### src/rtl/zmute_pkg.sv
package zmute_pkg;
  localparam int unsigned DEF_NCH    = 6;
  localparam int unsigned DEF_SW     = 24;
  localparam int unsigned DEF_THRESH = 768;
endpackage

### src/rtl/zmute_rst_sync.sv
module zmute_rst_sync (
  input  logic clk,
  input  logic rst_n,
  output logic rst_sync_n
);
  logic [1:0] sync_q;

  always_ff @(posedge clk or negedge rst_n) begin
    if (!rst_n) sync_q <= 2'b00;
    else        sync_q <= {sync_q[0], 1'b1};
  end

  assign rst_sync_n = sync_q[1];
endmodule

### src/rtl/zmute_silence.sv
module zmute_silence #(
  parameter int unsigned NCH = zmute_pkg::DEF_NCH,
  parameter int unsigned SW  = zmute_pkg::DEF_SW
) (
  input  logic [NCH*SW-1:0] smp_bus,
  output logic [NCH-1:0]    ch_quiet,
  output logic              all_quiet
);
  for (genvar c = 0; c < NCH; c++) begin : g_ch
    logic [SW-1:0] smp;
    assign smp         = smp_bus[c*SW +: SW];
    // zero code or minus-one code
    assign ch_quiet[c] = (~|smp) | (&smp);
  end

  assign all_quiet = &ch_quiet;
endmodule

### src/rtl/zmute_run_cnt.sv
module zmute_run_cnt #(
  parameter int unsigned THRESH = zmute_pkg::DEF_THRESH
) (
  input  logic clk,
  input  logic rst_n,
  input  logic frame_stb,
  input  logic all_quiet,
  input  logic am_en,
  output logic armed
);
  localparam int unsigned CW = $clog2(THRESH + 1);
  localparam logic [CW-1:0] THR = CW'(THRESH);

  logic [CW-1:0] cnt_q, cnt_d;
  logic          cnt_en;

  always_comb begin
    cnt_d  = cnt_q;
    cnt_en = 1'b0;
    if (!am_en) begin
      cnt_d  = '0;
      cnt_en = 1'b1;
    end else if (frame_stb) begin
      cnt_en = 1'b1;
      if (!all_quiet)       cnt_d = '0;
      else if (cnt_q != THR) cnt_d = cnt_q + 1'b1;
    end
  end

  always_ff @(posedge clk or negedge rst_n) begin
    if (!rst_n)      cnt_q <= '0;
    else if (cnt_en) cnt_q <= cnt_d;
  end

  assign armed = (cnt_q == THR);

  a_r6_saturate: assert property (@(posedge clk) disable iff (!rst_n)
    cnt_q <= THR);
  a_r5_release: assert property (@(posedge clk) disable iff (!rst_n)
    (frame_stb && !all_quiet) |=> (cnt_q == '0));
  a_r3_advance: assert property (@(posedge clk) disable iff (!rst_n)
    (am_en && frame_stb && all_quiet && cnt_q != THR) |=> (cnt_q == $past(cnt_q) + 1'b1));
  a_r4_gap_hold: assert property (@(posedge clk) disable iff (!rst_n)
    (am_en && !frame_stb) |=> $stable(cnt_q));
  a_r7_disabled_clear: assert property (@(posedge clk) disable iff (!rst_n)
    !am_en |=> !armed);
endmodule

### src/rtl/zmute_detector.sv
module zmute_detector #(
  parameter int unsigned NCH    = zmute_pkg::DEF_NCH,
  parameter int unsigned SW     = zmute_pkg::DEF_SW,
  parameter int unsigned THRESH = zmute_pkg::DEF_THRESH
) (
  input  logic              clk,
  input  logic              rst_n,
  input  logic              frame_stb,
  input  logic [NCH*SW-1:0] smp_bus,
  input  logic              am_en,
  input  logic              clk_err,
  output logic              mute_all
);
  logic           rst_sync_n;
  logic [NCH-1:0] ch_quiet;
  logic           all_quiet;
  logic           armed;

  zmute_rst_sync u_rst (
    .clk        (clk),
    .rst_n      (rst_n),
    .rst_sync_n (rst_sync_n)
  );

  zmute_silence #(.NCH(NCH), .SW(SW)) u_sil (
    .smp_bus   (smp_bus),
    .ch_quiet  (ch_quiet),
    .all_quiet (all_quiet)
  );

  zmute_run_cnt #(.THRESH(THRESH)) u_cnt (
    .clk       (clk),
    .rst_n     (rst_sync_n),
    .frame_stb (frame_stb),
    .all_quiet (all_quiet),
    .am_en     (am_en),
    .armed     (armed)
  );

  assign mute_all = clk_err | (am_en & armed);

  a_r8_clk_err_mute: assert property (@(posedge clk) disable iff (!rst_sync_n)
    clk_err |-> mute_all);
  a_r5_noisy_unmute: assert property (@(posedge clk) disable iff (!rst_sync_n)
    (frame_stb && !all_quiet && !clk_err) |=> (!mute_all || clk_err));
  a_r2_noisy_chan: assert property (@(posedge clk) disable iff (!rst_sync_n)
    (ch_quiet != '1) |-> !all_quiet);
endmodule

### config.mk
export PLATFORM = sky130hd
export DESIGN_NAME = zmute_detector
export DESIGN_NICKNAME = d
export VERILOG_FILES = /design/src/rtl/zmute_pkg.sv /design/src/rtl/zmute_rst_sync.sv /design/src/rtl/zmute_silence.sv /design/src/rtl/zmute_run_cnt.sv /design/src/rtl/zmute_detector.sv
export SDC_FILE = /design/constraint.sdc
export NUM_CORES = 1
export LEC_CHECK = 0
export ABC_AREA = 1
export BUFFER_PORTS_ARGS = -buffer_cell sky130_fd_sc_hd__clkbuf_2
export CAP_MARGIN = 20
export CORE_AREA = 3 3 72 74
export CTS_CLUSTER_DIAMETER = 100
export DETAILED_ROUTE_END_ITERATION = 6
export DIE_AREA = 0 0 75 77
export GPL_ROUTABILITY_DRIVEN = 0
export PLACE_DENSITY = 0.8
export SKIP_LAST_GASP = 1
export SLEW_MARGIN = 20
export SYNTH_ARGS = -nofsm -noshare
export SYNTH_HDL_FRONTEND = slang
export SYNTH_SLANG_ARGS = --single-unit
export TNS_END_PERCENT = 30
### constraint.sdc
create_clock -name clk -period 2.16 [get_ports clk]
set_clock_uncertainty 0.2 [all_clocks]
set_input_delay 0.54 -clock clk [delete_from_list [all_inputs] [get_ports clk]]
set_output_delay 0.54 -clock clk [all_outputs]
set_load 0.005 [all_outputs]
==> Word-level counts from Yosys, hierarchy flattened <==
Cells that the tools add are included.
{ "word_totals": {"ff_bits": 12, "in_bits": 149, "output_inout_bits": 1, "elab_cells": 41} }
{ "op_classes": {"addsub": 1, "eq_ne": 4, "n_mux": 6, "n_bitwise": 8, "n_reduce_logical": 20} }
{ "op_table": {"columns": ["op", "count"], "rows": [
  ["AND reduction 24 bit", 6],
  ["OR reduction 24 bit", 6],
  ["two-way mux 10 bit", 4],
  ["adder 10 x 1 -> 10 bit, second input constant", 1],
  ["== test 10 bit, second input constant", 1],
  ["inequality test 10 bit, second input constant", 1],
  ["bitwise OR 1 bit", 7],
  ["zero test 1 bit", 6],
  ["AND reduction 6 bit", 1],
  ["inequality test 3 bit, second input constant", 1],
  ["AND reduction 3 bit", 1],
  ["two-way mux 1 bit", 2],
  ["inequality test 2 bit, second input constant", 1],
  ["bitwise AND 1 bit", 1]
]} }

==> Logic depth before layout (Yosys ltp) <==
{ "depth": {"depth_word": 7, "depth_mapped": 13, "depth_no_buf": 12} }

==> Modules after synthesis <==
From an unflattened synthesis, not the netlist that was laid out.
{ "unflattened": {"cells_unflattened": 392, "hier_area_um2": 1925.6} }
{ "modules_own_cells": {"columns": ["module", "instances", "cells_each", "area_per_inst_um2", "seq_area_each_um2"], "rows": [
  ["zmute_silence", 1, 275, 1089.8, 0.0],
  ["zmute_run_cnt", 1, 111, 770.7, 250.2],
  ["zmute_rst_sync", 1, 3, 53.8, 50.0],
  ["zmute_detector", 1, 3, 11.3, 0.0]
]} }

==> Worst setup path after synthesis <==
OpenSTA, ideal clock, no wires.
{ "synth_timing": {"path_type": "flip-flop to output port", "startpoint": "register u_cnt.cnt_q[0]", "endpoint": "output mute_all", "arrival_ns": 1.009, "t_required_ns": 1.420, "path_slack_ns": 0.411, "stages_incl_launch_ff": 6, "path_buffers": 0, "cell_sequence": "dfrtp_1 -> inv_1 -> ha_1 -> nand4_1 -> nor2_1 -> or2_2"} }
{ "synth_via": {"elab_chain_len": 3} }
{ "synth_rtl": {"columns": ["item", "line_no", "rtl"], "rows": [
  ["start: declaration", "zmute_run_cnt.sv:14", "logic [CW-1:0] cnt_q, cnt_d;"],
  ["start signal: assignment", "zmute_run_cnt.sv:32", "else if (cnt_en) cnt_q <= cnt_d;"],
  ["== test 10 bit", "zmute_run_cnt.sv:35", "assign armed = (cnt_q == THR);"],
  ["bitwise AND 1 bit", "zmute_detector.sv:40", "assign mute_all = clk_err | (am_en & armed);"],
  ["bitwise OR 1 bit", "zmute_detector.sv:40", null],
  ["end: declaration", "zmute_detector.sv:12", "output logic mute_all"]
]} }
Every way passes these cells.

==> Worst setup path in the final report <==
Ends and elaborated chain as after synthesis.

==> metrics.txt <==
CP endpoint=mute_all; dpl cell area=2606 sq um; most frequent cells in the layout=149 x clkbuf_2, 140 x nand2_1, 131 x nor2_1; gr usage total=19.77%; initial antenna violation count=0; R2R cell count=9; via count=2,695; drt pass-1 iters=4; Max Fclk=464.5 MHz; CTS clk-pin slew, worst paths=0.05 ns; Netlist cell types=22; vias in the first global route=2,488; core area=4661 sq um; Peak VDD IR=0.1852 mV; Placed Instances=566; Die ar.=5775 sq um; gr ovfl total=0; row count=25; Root Buffer=clkbuf_8; drt wl/cell=9.960 microns; Syn Area/Cell=4.953 sq um; Setup crit start=u_cnt.cnt_q[0]; sw frac=28.71%; half-perimeter wire length after placement=5074 microns; most common cell after layout, fill and taps aside=clkbuf_2; status=finished, final reports clean; Place WS=0.05524 ns; Starting Density=38.58%; crit-path max FO=3; DRT iter0 DRCs=141; RSZ-0062 raised after global routing=yes; syn_nets=514; largest net degree at the start of global routing=21; crit path DAT=1.41 ns; Synth warnings=0; Tcrit/Tclk final=99.67%; first-pass GRT wire length=9480 microns; die height=77 microns; clk buf depth=2; Tightest Hold Check Type=reg2reg; critical path class=reg2out; max cap viols=0; Final setup viols=0; Buffers on Ports=149; Flop pwr share=30.8%; NetSw=0.2119 mW; Post-Syn Area=1798 sq um; register area=302.8 sq um; Routed Antenna Nets=0; combinational share of power=35.5%; Slew Limit Fails=0; WHS=0.1544 ns; flops & latches, synth=12; startpoint types=flop; Vias/cell=4.671; cts bufs inserted=3; number of fill cells=489; Worst Path Required=1.42 ns; IO Pins=150; clk sinks=12; power per cell area=269.8 nW/um^2; Reg-to-Reg End=u_cnt.cnt_q[8]; setup_tns=0 ns; H-Tree Depth=1; Inserted Diodes=0; final non-filler cell total=577; Post-route DRC=0; design area=2735 sq um; CP Capture Type=output pin; Die X=75 microns; area of the multi-input gates=1405 sq um; Synth Instances=363; setup ws final=0.007153 ns; Worst R2R Start=u_cnt.cnt_q[0]; Routed WL=5747 microns; clock share of power=33.7%; Internal Dissipation=0.5261 mW; Clk Latency, worst-skew pair=0.25 ns; r2r setup slk=0.36 ns; synth-to-layout area growth=52.12%; Tmin final=2.153 ns; Leakage=1.484 nW; nets=675; Seq/Total Area, Yosys=16.70%; Final Hold Viols=0; share of cells above drive strength 1=33.27%; CTS tree=done
==> worst max-delay path, cell delays in order, from the launching register on <==
cell,delay [ns]
dfrtp_1,0.37
inv_2,0.06
ha_1,0.19
nand4_1,0.12
nor2_2,0.06
or2_2,0.26
clkbuf_2,0.11
==> layer usage <==
| metal | track usage, % | up-vias | wire length [microns] |
|---|---|---|---|
| met2 | 38.41 | 111 | 2992 |
| li1 | - | 1450 | - |
| met3 | 3.145 | 9 | 505 |
| met1 | 21.08 | 1125 | 2177 |
| met5 | 0 | - | 0 |
| met4 | 4.804 | 0 | 72 |
==> cell usage after synthesis, drive strengths merged <==
master    n  area (sq um)
buf       4         35.03
clkbuf    1         7.510
conb      1         3.750
dfrtp    12         300.3
ha        2         25.02
inv      17         63.81
nand2   142         538.0
nand3    13         70.07
nand4    16         100.1
nor2    133         506.7
nor3      2         15.01
nor4      1         6.260
o21ai    10         50.05
or2       1         6.260
xnor2     1         8.760
xor2      7         61.31
==> cell families after synthesis <==
kind of cell,count (synthesis),synth area share [%]
AOI/OAI and AO/OA,10,2.784
xor gates and xnor gates,8,3.897
adders and majority gates,2,1.392
buffers and inverters,22,5.915
DFF,12,16.70
other,1,0.2086
and+or+nand+nor,308,69.10
==> how the worst min path moves through the flow <==
stage	startpoint	end	slack, ns	cells past startpoint
after floorplan	u_rst.sync_q[1]	u_cnt.cnt_q[0]	-0.08	0
after global placement	u_rst.sync_q[1]	u_cnt.cnt_q[6]	-0.02	0
after detailed placement	u_rst.sync_q[1]	u_cnt.cnt_q[4]	-0.02	0
after CTS	u_rst.sync_q[0]	u_rst.sync_q[1]	0.16	0
after global routing	u_rst.sync_q[0]	u_rst.sync_q[1]	0.16	0
final	u_rst.sync_q[0]	u_rst.sync_q[1]	0.15	0
==> registers in the layout, summed over array words and instances, names as in the netlist <==
register	cells
u_rst.sync_q	2
u_cnt.cnt_q	10
==> power groups by stage <==
stage	sequential, mW	combinational (mW)	clock, mW
6_report	0.227	0.262	0.249
3_5_place_dp	0.235	0.256	0
4_1_cts	0.227	0.263	0.248
5_1_grt	0.227	0.302	0.264
2_1_floorplan	0.234	0.0855	0
3_3_place_gp	0.235	0.249	0
==> through the flow <==
stage / power [mW] / utilization [%]
floorplan: 0.3192 / -
global placement: 0.4835 / 55.92
detailed placement: 0.4910 / 55.92
CTS: 0.7386 / 58.39
global route: 0.7940 / 58.68
finish: 0.7380 / 58.68
==> what timing repair did <==
action | in CTS | in global routing
buffers inserted | 4 | 1
hold buffers | 2 | 0
pin swaps | 2 | 1
endpoints found under the setup margin | 1 | 9
resized for setup | 3 | 3
hold endpoints to repair | 12 | 0
==> area by class of cell <==
type	count	share of cell area (%)
clock buffer	4	2.013
inverter	17	2.333
multi-input combinational	329	51.37
sequential	12	11.07
tap	54	2.470
timing repair buffer	161	30.74
No activity file was read; power rests on OpenSTA's default activity.
